## config.mk

```make
export PLATFORM = sky130hd
export DESIGN_NAME = uart_evt_unit
export DESIGN_NICKNAME = d
export VERILOG_FILES = /design/src/rtl/uart_evt_pkg.sv /design/src/rtl/uart_evt_regs.sv /design/src/rtl/uart_evt_flags.sv /design/src/rtl/uart_evt_irq.sv /design/src/rtl/uart_evt_unit.sv
export SDC_FILE = /design/constraint.sdc
export NUM_CORES = 1
export LEC_CHECK = 0
export CAP_MARGIN = 20
export CORE_MARGIN = 2
export CORE_UTILIZATION = 45
export DETAILED_ROUTE_END_ITERATION = 7
export MAX_ROUTING_LAYER = met4
export PLACE_DENSITY_LB_ADDON = 0.15
export SLEW_MARGIN = 0
export SYNTH_ARGS = -nofsm -noshare
export SYNTH_HDL_FRONTEND = slang
export SYNTH_SLANG_ARGS = --single-unit
```

## constraint.sdc

```tcl
create_clock -name clk -period 1.6 [get_ports clk]
set_input_delay 0.32 -clock clk [delete_from_list [all_inputs] [get_ports clk]]
set_output_delay 0.32 -clock clk [all_outputs]
set_load 0.02 [all_outputs]
```

## src/rtl/uart_evt_pkg.sv

```systemverilog
package uart_evt_pkg;

    localparam int STAT_W = 8;
    localparam int RXF_W  = 6;
    localparam int SEL_STAT = 0;
    localparam int SEL_DATA = 1;
    localparam int SEL_CTRL = 2;

    // order is the software-visible bit layout, MSB first
    typedef struct packed {
        logic tdre;
        logic tc;
        logic rdrf;
        logic idle;
        logic ovr;
        logic noise;
        logic frame;
        logic parity;
    } stat_t;

    typedef struct packed {
        logic par_en;
        logic idle_en;
        logic txc_en;
        logic txe_en;
        logic rx_en;
    } ctrl_t;

    typedef struct packed {
        logic tdre;
        logic tc;
        logic rdrf;
        logic idle;
        logic ovr;
        logic parity;
    } irq_flags_t;

    typedef struct packed {
        logic stat_rd;
        logic data_rd;
        logic data_wr;
        logic ctrl_wr;
    } bus_op_t;

    typedef enum logic [1:0] {
        ARM_IDLE = 2'b00,
        ARM_SET  = 2'b01
    } arm_state_e;

    localparam stat_t STAT_RESET = '{tdre: 1'b1, tc: 1'b1, default: 1'b0};

    function automatic logic [5:0] irq_sources(irq_flags_t f, ctrl_t c);
        return {f.tdre & c.txe_en, f.tc & c.txc_en, f.rdrf & c.rx_en,
                f.ovr & c.rx_en, f.idle & c.idle_en, f.parity & c.par_en};
    endfunction

endpackage

```

## src/rtl/uart_evt_regs.sv

```systemverilog
module uart_evt_regs
    import uart_evt_pkg::*;
#(
    parameter int ADDR_W = 2,
    parameter int DATA_W = 8
) (
    input  logic              clk,
    input  logic              rst,
    input  logic              halt,
    input  logic [ADDR_W-1:0] addr,
    input  logic              rd,
    input  logic              wr,
    input  logic [DATA_W-1:0] wdata,
    output bus_op_t           op,
    output logic              clr_rx,
    output logic              clr_tx,
    output ctrl_t             ctrl
);

    localparam int CTRL_W = $bits(ctrl_t);

    arm_state_e arm_q;
    logic       unused_hi;

    always_comb begin
        op.stat_rd = rd & ~halt & (addr == ADDR_W'(SEL_STAT));
        op.data_rd = rd & ~halt & (addr == ADDR_W'(SEL_DATA));
        op.data_wr = wr & ~halt & (addr == ADDR_W'(SEL_DATA));
        op.ctrl_wr = wr & ~halt & (addr == ADDR_W'(SEL_CTRL));
    end

    assign clr_rx    = op.data_rd & (arm_q == ARM_SET);
    assign clr_tx    = op.data_wr & (arm_q == ARM_SET);
    assign unused_hi = ^wdata[DATA_W-1:CTRL_W];

    // any data access consumes the arm; only the matching direction acts
    always_ff @(posedge clk) begin
        if (rst) begin
            arm_q <= ARM_IDLE;
        end else if (op.stat_rd) begin
            arm_q <= ARM_SET;
        end else if (op.data_rd || op.data_wr) begin
            arm_q <= ARM_IDLE;
        end
    end

    always_ff @(posedge clk) begin
        if (rst) begin
            ctrl <= '0;
        end else if (op.ctrl_wr) begin
            ctrl <= ctrl_t'(wdata[CTRL_W-1:0]) | ctrl_t'(unused_hi & 1'b0);
        end
    end

endmodule

```

## src/rtl/uart_evt_flags.sv

```systemverilog
module uart_evt_flags
    import uart_evt_pkg::*;
#(
    parameter int DATA_W = 8
) (
    input  logic              clk,
    input  logic              rst,
    input  logic              halt,
    input  logic              stat_rd,
    input  logic              data_wr,
    input  logic              clr_rx,
    input  logic              clr_tx,
    input  logic [DATA_W-1:0] wdata,
    input  logic              tx_ready,
    input  logic              tx_done,
    input  logic              ev_rx,
    input  logic [DATA_W-1:0] rx_data,
    input  logic              ev_idle,
    input  logic              ev_ovr,
    input  logic              ev_noise,
    input  logic              ev_frame,
    input  logic              ev_parity,
    output stat_t             stat,
    output logic [DATA_W-1:0] rx_hold,
    output logic [DATA_W-1:0] tx_hold,
    output logic              tx_load
);

    logic             tdre_q, tc_q;
    logic [RXF_W-1:0] rxf_q, snap_q, rx_set;

    assign rx_set  = {ev_rx, ev_idle, ev_ovr, ev_noise, ev_frame, ev_parity} & {RXF_W{~halt}};
    assign tx_load = ~tdre_q & tx_ready & ~halt;

    // receive-side flags: one cell per bit, a new event wins over the clear
    for (genvar i = 0; i < RXF_W; i++) begin : g_rxf
        always_ff @(posedge clk) begin
            if (rst) begin
                rxf_q[i] <= 1'b0;
            end else if (rx_set[i]) begin
                rxf_q[i] <= 1'b1;
            end else if (clr_rx && snap_q[i]) begin
                rxf_q[i] <= 1'b0;
            end
        end

        always_ff @(posedge clk) begin
            if (rst) begin
                snap_q[i] <= 1'b0;
            end else if (stat_rd) begin
                snap_q[i] <= rxf_q[i];
            end
        end
    end

    always_ff @(posedge clk) begin
        if (rst) begin
            tdre_q <= STAT_RESET.tdre;
            tc_q   <= STAT_RESET.tc;
        end else if (!halt) begin
            if (tx_load) begin
                tdre_q <= 1'b1;
            end else if (clr_tx) begin
                tdre_q <= 1'b0;
            end
            if (clr_tx) begin
                tc_q <= 1'b0;
            end else if (tx_done && tdre_q) begin
                tc_q <= 1'b1;
            end
        end
    end

    always_ff @(posedge clk) begin
        if (rst) begin
            rx_hold <= '0;
            tx_hold <= '0;
        end else begin
            if (ev_rx && !halt) begin
                rx_hold <= rx_data;
            end
            if (data_wr) begin
                tx_hold <= wdata;
            end
        end
    end

    always_comb begin
        stat        = '0;
        stat.tdre   = tdre_q;
        stat.tc     = tc_q;
        stat.rdrf   = rxf_q[5];
        stat.idle   = rxf_q[4];
        stat.ovr    = rxf_q[3];
        stat.noise  = rxf_q[2];
        stat.frame  = rxf_q[1];
        stat.parity = rxf_q[0];
    end

endmodule

```

## src/rtl/uart_evt_irq.sv

```systemverilog
module uart_evt_irq
    import uart_evt_pkg::*;
(
    input  irq_flags_t flags,
    input  ctrl_t      ctrl,
    input  logic       imask,
    input  logic       halt,
    input  logic       wait_mode,
    output logic       irq,
    output logic       wake
);

    logic [5:0] src;

    assign src  = irq_sources(flags, ctrl);
    assign irq  = (|src) & ~imask & ~halt;
    assign wake = irq & wait_mode;

endmodule

```

## src/rtl/uart_evt_unit.sv

```systemverilog
module uart_evt_unit
    import uart_evt_pkg::*;
#(
    parameter int ADDR_W = 2,
    parameter int DATA_W = 8
) (
    input  logic              clk,
    input  logic              rst,
    input  logic [ADDR_W-1:0] bus_addr,
    input  logic              bus_rd,
    input  logic              bus_wr,
    input  logic [DATA_W-1:0] bus_wdata,
    output logic [DATA_W-1:0] bus_rdata,
    input  logic              cpu_imask,
    input  logic              pwr_wait,
    input  logic              pwr_halt,
    input  logic              tx_ready,
    output logic              tx_load,
    output logic [DATA_W-1:0] tx_byte,
    input  logic              tx_done,
    input  logic              rx_valid,
    input  logic [DATA_W-1:0] rx_data,
    input  logic              rx_idle,
    input  logic              rx_overrun,
    input  logic              rx_noise,
    input  logic              rx_frame_err,
    input  logic              rx_parity_err,
    output logic              irq,
    output logic              wake_req
);

    bus_op_t           op;
    logic              clr_rx, clr_tx;
    ctrl_t             ctrl_q;
    stat_t             stat_q;
    irq_flags_t        iflags;
    logic [DATA_W-1:0] rx_hold;

    uart_evt_regs #(.ADDR_W(ADDR_W), .DATA_W(DATA_W)) regs_i (
        .clk(clk), .rst(rst), .halt(pwr_halt), .addr(bus_addr),
        .rd(bus_rd), .wr(bus_wr), .wdata(bus_wdata),
        .op(op), .clr_rx(clr_rx), .clr_tx(clr_tx), .ctrl(ctrl_q)
    );

    uart_evt_flags #(.DATA_W(DATA_W)) flags_i (
        .clk(clk), .rst(rst), .halt(pwr_halt),
        .stat_rd(op.stat_rd), .data_wr(op.data_wr),
        .clr_rx(clr_rx), .clr_tx(clr_tx), .wdata(bus_wdata),
        .tx_ready(tx_ready), .tx_done(tx_done),
        .ev_rx(rx_valid), .rx_data(rx_data), .ev_idle(rx_idle),
        .ev_ovr(rx_overrun), .ev_noise(rx_noise), .ev_frame(rx_frame_err),
        .ev_parity(rx_parity_err),
        .stat(stat_q), .rx_hold(rx_hold), .tx_hold(tx_byte), .tx_load(tx_load)
    );

    always_comb begin
        iflags.tdre   = stat_q.tdre;
        iflags.tc     = stat_q.tc;
        iflags.rdrf   = stat_q.rdrf;
        iflags.idle   = stat_q.idle;
        iflags.ovr    = stat_q.ovr;
        iflags.parity = stat_q.parity;
    end

    uart_evt_irq irq_i (
        .flags(iflags), .ctrl(ctrl_q), .imask(cpu_imask), .halt(pwr_halt),
        .wait_mode(pwr_wait), .irq(irq), .wake(wake_req)
    );

    always_comb begin
        bus_rdata = '0;
        if (bus_rd) begin
            if (bus_addr == ADDR_W'(SEL_STAT)) begin
                bus_rdata = DATA_W'(stat_q);
            end else if (bus_addr == ADDR_W'(SEL_DATA)) begin
                bus_rdata = rx_hold;
            end else if (bus_addr == ADDR_W'(SEL_CTRL)) begin
                bus_rdata = DATA_W'(ctrl_q);
            end
        end
    end

endmodule

```

* Yosys cells after proc, flatten, opt, wreduce, memory -nomap -nowiden
Index checks and enable logic that the tools add are counted.
** Operators by class
- Eq/ne operators :: 2
- Mux-type cells :: 22
- Bitwise gates (word level) :: 23
- Reduce and logical (&&, ||, !) cells :: 23
** Operators with widths (number)
- 2-to-1 mux 8 bit :: 3
- AND 1 bit :: 19
- 2-to-1 mux 1 bit :: 18
- nonzero test 2 bit :: 9
- logical AND 1 bit :: 8
- AND 6 bit :: 1
- OR reduction 6 bit :: 1
- 2-to-1 mux 5 bit :: 1
- AND reduction 2 bit :: 2
- NOT 1 bit :: 3
- == test 2 x 1 -> 1 bit (second input constant) :: 1
- == test 2 bit (second input constant) :: 1
- zero test 2 bit :: 1
- zero test 1 bit :: 1
- logical OR 1 bit :: 1
** Word-level totals
- Register bits :: 36
- Bits of input ports :: 33
- Output and inout port bits :: 19
- Word-level logic and storage cells :: 92

* Longest topological paths before layout
Gate-level depths: netlist of run 1.
- Depth in word-level cells :: 7
- Gate-level depth with buffers :: 5
- Gate-level depth less buffers :: 3

* Cells and area by module
Synthesis of run 1 repeated with hierarchy kept, for this count alone.
** Second synthesis, totals
- Cell total of the unflattened synthesis :: 186
- Area, all modules :: 1664.1 um2
** By module, submodules not included
- uart_evt_flags :: times used 1, cells an instance 122, area an instance 1126.1 um2, seq. area each 600.6 um2
- uart_evt_regs :: times used 1, cells an instance 29, area an instance 284.0 um2, seq. area each 120.1 um2
- uart_evt_unit :: times used 1, cells an instance 29, area an instance 210.2 um2, seq. area each 0.0 um2
- uart_evt_irq :: times used 1, cells an instance 6, area an instance 43.8 um2, seq. area each 0.0 um2

* Worst setup path after synthesis of run 1
No wires, ideal clock.
- Path type :: flip-flop to output port
- From :: register flags_i.rxf_q[5], in the netlist flags_i.stat[5]
- To :: output irq
- Arrival time :: 1.094 ns
- Data required time :: 1.280 ns
- Setup slack :: 0.186 ns
- Stages on the path, launching flop included :: 3
- Buffers on the path :: 0
- Cell sequence :: dfxtp_1 -> o21ai_0 -> a311oi_1
** On the way
- Word-level cells in the longest chain between the ends :: 4
** Ends and longest elaborated chain
- start, declared :: line uart_evt_flags.sv:30 : logic [RXF_W-1:0] rxf_q, snap_q, rx_set;
- start signal, assigned by index :: line uart_evt_flags.sv:39 : rxf_q[i] <= 1'b0;
- start signal, assigned by index :: line uart_evt_flags.sv:41 : rxf_q[i] <= 1'b1;
- start signal, assigned by index :: line uart_evt_flags.sv:43 : rxf_q[i] <= 1'b0;
- AND 1 bit :: line uart_evt_pkg.sv:53 : return {f.tdre & c.txe_en, f.tc & c.txc_en, f.rdrf & c.rx_en,
- OR reduction 6 bit :: line uart_evt_irq.sv:16 : assign irq = (|src) & ~imask & ~halt;
- AND 1 bit (2 in series) :: line uart_evt_irq.sv:16
- end, declared :: line uart_evt_unit.sv:28 : output logic irq,
No other way between the ends.

* Worst setup path in the final report of run 1
- From :: register flags_i.rxf_q[0], in the netlist flags_i.stat[0]
- To :: output bus_rdata[0]
** On the way
- Word-level cells in the longest chain between the ends :: 2
** Ends and longest elaborated chain
- 2-to-1 mux 8 bit :: line uart_evt_unit.sv:73 : if (bus_addr == ADDR_W'(SEL_STAT)) begin
- 2-to-1 mux 8 bit :: line uart_evt_unit.sv:72 : if (bus_rd) begin
- end, declared :: line uart_evt_unit.sv:13 : output logic [DATA_W-1:0] bus_rdata,
No other way between the ends.

==> results of run 1 <==
layer usage:
metal  GRT usage [%]  share of wire, %  up-vias
li1                -                 -      775
met1            27.2                44      709
met2            38.4                49       47
met3            5.99               5.2        8
met4            8.24               1.7        0
met5               -                 0        -
worst max-delay path, delay by kind of cell (launching register included):
kind / cells / cell delay, ps
multiplexers: 1 / 120
buffers and inverters: 2 / 240
flip-flops: 1 / 370
AO/OA/AOI/OAI: 1 / 80
AND/OR/NAND/NOR: 1 / 150
cell usage in the layout, fill, tap and decap left out, types with 2 or more instances in the layout:
cell | Yosys | final
a22oi_2 | 0 | 2
a21oi_1 | 16 | 16
nand2_1 | 28 | 28
nor2_1 | 25 | 24
buf_4 | 0 | 23
and4bb_2 | 2 | 2
dfxtp_1 | 36 | 30
a31oi_1 | 2 | 2
inv_1 | 3 | 3
and2_1 | 6 | 5
dlymetal6s2s_1 | 0 | 2
dlygate4sd2_1 | 0 | 9
clkdlybuf4s50_1 | 0 | 28
clkbuf_4 | 0 | 5
o2bb2ai_1 | 5 | 4
nand2b_1 | 3 | 2
buf_12 | 0 | 3
dfxtp_4 | 0 | 3
o31ai_1 | 7 | 7
buf_6 | 2 | 10
dfxtp_2 | 0 | 3
mux2i_1 | 27 | 27
timing repair:
item,in CTS,in global routing
gates resized for setup,76,23
setup endpoints to repair,41,11
pin swaps,8,4
path summary, 6_finish.rpt:
check                           from                 end  slack (ps)  cells after the start
setup / recovery     flags_i.stat[0]        bus_rdata[0]           4                      5
hold / removal    flags_i.rx_hold[7]  flags_i.rx_hold[7]         480                      2
setup reg to reg     regs_i.arm_q[0]     flags_i.stat[1]         490                      3
hold reg to reg   flags_i.rx_hold[7]  flags_i.rx_hold[7]         480                      2
stage by stage:
| stage | TNS [ps] | hold WS, ps | instance area, um2 | total power [W] |
|---|---|---|---|---|
| 2_1_floorplan | 0 | 436 | 1630 | 0.00110 |
| 3_3_place_gp | -16550 | 446 | 2370 | 0.00127 |
| 3_5_place_dp | -17880 | 458 | 2370 | 0.00128 |
| 4_1_cts | -37.1 | 471 | 2400 | 0.00168 |
| 5_1_grt | -213 | 509 | 2460 | 0.00177 |
| 6_report | 0 | 476 | 2460 | 0.00168 |
logic make-up after synthesis:
| logic type | after synthesis | synth area share (%) |
|---|---|---|
| AO/OA/AOI/OAI | 36 | 14.2 |
| multiplexers | 27 | 16.6 |
| buffers and inverters | 16 | 4.85 |
| AND/OR/NAND/NOR | 68 | 20.0 |
| flip-flops | 36 | 44.3 |
cell type report:
class | count | area share, %
timing repair buffer | 78 | 30.5
inverter | 3 | 0.458
sequential | 36 | 29.9
clock buffer | 5 | 1.53
multi-input combinational | 131 | 35.3
tap | 46 | 2.34
report_power, final:
part	total (W)	internal [W]	switching [W]
clock	0.000408	0.000147	0.000262
combinational	0.000318	0.000181	0.000137
sequential	0.000949	0.000924	0.0000247
flip-flops by register name, indices dropped and copies added (netlist names):
name	flops
flags_i.stat	6
flags_i.tc_q	1
flags_i.tx_hold	8
flags_i.rx_hold	8
regs_i.ctrl	5
regs_i.arm_q	1
flags_i.tdre_q	1
flags_i.snap_q	6
==> results.toml, run 1 <==
[outcome]
outcome = "finished, final reports clean"

[final_layout]
final_nets = 288
syn_to_final_growth_pct = 51.4
antenna_cells = 0
drive_above_1_share_pct = 24.5
layout.cells.non_filler = 299
num-fill-cells = 292
layout.area.seq_um2 = 736
multiInputGateArea_um2 = 868
final_util_pct = 72.1

[worst_setup_path]
cpPeakStageDelay_ps = 370
cp-end-kind = "output pin"
path_cells = "buf_6, mux2i_1, o2bb2ai_1, and2_1, buf_6"
critPathKind = "register to output pin"
crit_fanout = 3
crit_top_cell = "buf_6"
cp_data_arrival_time_ps = 1280
cp.required_ps = 1280
crit_slowest_cell = "dfxtp_4"
start_kind = "register"

[synthesis]
synth-seq-cells = 36
ys_warn_count = 0
syn_area_mm2 = 0.00163
syn_inst = 183
yosysUniqueCellTypes = 23
synthTopCellsByCount = "dfxtp_1, nand2_1, mux2i_1"
synth_nets = 216
ys_seq_area_share_pct = 44.3
synth_area_leader_cell = "dfxtp_1"
synthArstFlopShare_pct = 0
synth_top_area_share_pct = 44.3
synth_edf_count = 0
syn_area_per_cell_um2 = 8.88
ys.flop_type = "dfxtp_1"
synthTopCellsByArea = "dfxtp_1, mux2i_1, nand2_1, nor2_1, a21oi_1"
synth_most_common_cell = "dfxtp_1"

[clocking]
cts_root_buffer = "clkbuf_4"
cts_tree = "yes"
clk_pin_slew_ps = 100
post_cts_buffers = 0
clock_latency_ps = 330
clock_sinks = 36
hold_buffers = 0
cts_made_buffers = 5
htreeDepth = 2
clk_path_buf_depth = 2

[placed_design]
dpl.cell_count = 295
hpwl_um = 3240
globalplace.congestion = 0.837
dp_slack_ps = -688
port_buffers = 51

[floorplan]
num_rows = 21
io_pins = 52
die-area_mm2 = 0.00411
core_mm2 = 0.00342
start_util_pct = 47.6
dieWidth_um = 64.1
die_y_um = 64.1

[global_route]
antenna_found_initial = 0
grt_max_degree = 37
grt_usage_pct = 23.2
overflow = 0
grt_pass1_vias = 1550
grt_pass1_wl_um = 7070

[pwr]
power.density_mw_per_mm2 = 681
p_leak_nw = 1.02
vdd_ir_drop_max_v = 0.000587

[sta]
slew-limit-headroom_pct = 77.1
setup_viol = 0
tightest_slew_ps = 343
finalHoldViolCount = 0
timing.final.ws_setup_ps = 3.57
max_freq_mhz = 626
final.setup_skew_ps = 5.74
period_minus_slack_ps = 1600
slew_violations = 0
rsz0062_at_grt = "yes"
post-route-period-util_pct = 99.8

[drt]
ant_nets = 0
drc_errors = 0
avgRoutedWirePerCell_um = 14.5
vias = 1539
totalWireLength_um = 4330
drt_iter0_drc = 57
dr.pass1.iters = 4
via_per_inst = 5.15

[job]
maxCapViolCount = 0

[hold_path]
hp-class = "register to register"
Note: power is estimated with default switching activity, not from simulation.
==> run 2, diff against run 1 <==
- CORE_UTILIZATION: 45 -> 49
- CTS_CLUSTER_DIAMETER: unset -> 150
- clock period: 1.6 -> 2 ns (I/O delays scaled with it)
==> results.toml, run 2 (same netlist as run 1, synthesis figures left out) <==
[final_layout]
syn_to_final_growth_pct = 41.2
final_common_cell = "clkdlybuf4s50_1"
largest_registers = "flags_i.rx_hold x8, flags_i.tx_hold x8"
final_nets = 274
stdcell_area_mm2 = 0.00229
final_cell_mix = "clkdlybuf4s50_1, dfxtp_1, nand2_1, mux2i_1, nor2_1"
drive_above_1_share_pct = 14.5
antenna_cells = 0
layout.cells.non_filler = 286

[worst_setup_path]
critPathKind = "input pin to output pin"
cp_num_buf_inv = 3
crit_fanout = 12
cpPeakStageDelay_ps = 270
cp-end-kind = "output pin"
cp_data_arrival_time_ps = 1460
start_kind = "input pin"
cp.required_ps = 1600
path_cells = "dlygate4sd2_1, buf_12, mux2i_2, o2bb2ai_1, and2_1, buf_2"
crit_family = "buffers and inverters"
crit_slowest_cell = "dlygate4sd2_1"

[drt]
avgRoutedWirePerCell_um = 14.7
dr.pass1.iters = 4
drc_errors = 0
vias = 1506
via_per_inst = 5.27
drt_iter0_drc = 52
ant_nets = 0
totalWireLength_um = 4210

[placed_design]
hpwl_um = 3170
globalplace.congestion = 0.816
port_buffers = 51
placed_cell_area_mm2 = 0.00223
dpl.cell_count = 278

[sta]
setup_viol = 0
max_freq_mhz = 537
slew-limit-headroom_pct = 74.6
period_minus_slack_ps = 1860
post-route-period-util_pct = 93.1
finalHoldViolCount = 0
slew_violations = 0
rsz0062_at_grt = "no"
setup-tns-final_ps = 0
tightest_slew_ps = 382
final.setup_skew_ps = 12.8

[clocking]
clk_path_buf_depth = 2
cts_root_buffer = "clkbuf_4"
clock_sinks = 36
clock_latency_ps = 340
htreeDepth = 2
clk_pin_slew_ps = 100
post_cts_buffers = 0
cts_made_buffers = 5
cts_tree = "yes"

[floorplan]
die_y_um = 61.6
dieWidth_um = 61.6
start_util_pct = 52.4
io_pins = 52
num_rows = 20
die-area_mm2 = 0.00379
core_mm2 = 0.00310

[global_route]
grt_pass1_vias = 1430
grtUsageMet3_pct = 8.40
overflow = 0
antenna_found_initial = 0
grtUsageMet2_pct = 39.2
grt_usage_pct = 25.1
top_usage_layer = "met2"
grt_max_degree = 37
grt_pass1_wl_um = 6560
groute.layer.met1.usage_pct = 29.5

[outcome]
outcome = "finished, final reports clean"

[hold_path]
hp-class = "register to register"

[job]
maxCapViolCount = 0

[pwr]
vdd_ir_drop_max_v = 0.000490
power.density_mw_per_mm2 = 606
p_leak_nw = 0.893
-- run 2: cell types whose count changed in the layout (fill, tap and decap cells not counted), sizes merged --
cell and delta:
buf -19, clkbuf +3, clkdlybuf4s50 +9, clkdlybuf4s15 +3
dlygate4sd2 -7
-- run 2: path summary, 6_finish.rpt --
check                           depth (start not counted)                 end          startpoint  slack, ps
worst max-delay path                                    6        bus_rdata[2]         bus_addr[0]        140
worst min-delay path                                    2  flags_i.rx_hold[4]  flags_i.rx_hold[4]        470
worst max register to register                          3     flags_i.stat[0]     regs_i.arm_q[0]        940
worst min register to register                          2  flags_i.rx_hold[4]  flags_i.rx_hold[4]        470
-- run 2: per-layer routing --
layer	part of all wire, %	up-vias	routed length [um]
met3	6.2	4	260
li1	-	742	-
met5	0	-	0
met1	44	706	1830
met2	49	54	2080
met4	0.86	0	36
-- run 2: layout make-up --
type	instances	area, um2
multi-input combinational	131	842
fill	266	808
sequential	36	721
timing repair buffer	64	607
clock buffer	8	58.8
tap	44	55.1
inverter	3	11.3
-- run 2: worst min-delay path: cells and delay by family, from the launching register on --
kind | cells | cell delay [ps]
simple gates | 1 | 50
compound gates | 1 | 50
flops | 1 | 320
-- run 2: power breakdown --
group | internal [W] | switching, W
Combinational | 0.000126 | 0.0000996
Sequential | 0.000741 | 0.0000208
Clock | 0.000173 | 0.000230
-- run 2: repair_timing --
action / in CTS / in global routing
gates resized for setup: 38 / 9
hold buffers: 0 / 0
setup endpoints to repair: 11 / 10
pin swaps: 0 / 1
-- run 2: stage by stage --
| stage | total power, W | worst slack [ps] | utilization [%] | hold WS (ps) |
|---|---|---|---|---|
| after floorplan | 0.000877 | 463 | - | 436 |
| after global placement | 0.000996 | -420 | 72.0 | 447 |
| after detailed placement | 0.00100 | -517 | 72.0 | 455 |
| after CTS | 0.00140 | 11.6 | 73.4 | 469 |
| after global routing | 0.00146 | 33.1 | 74.0 | 488 |
| final | 0.00139 | 138 | 74.0 | 468 |
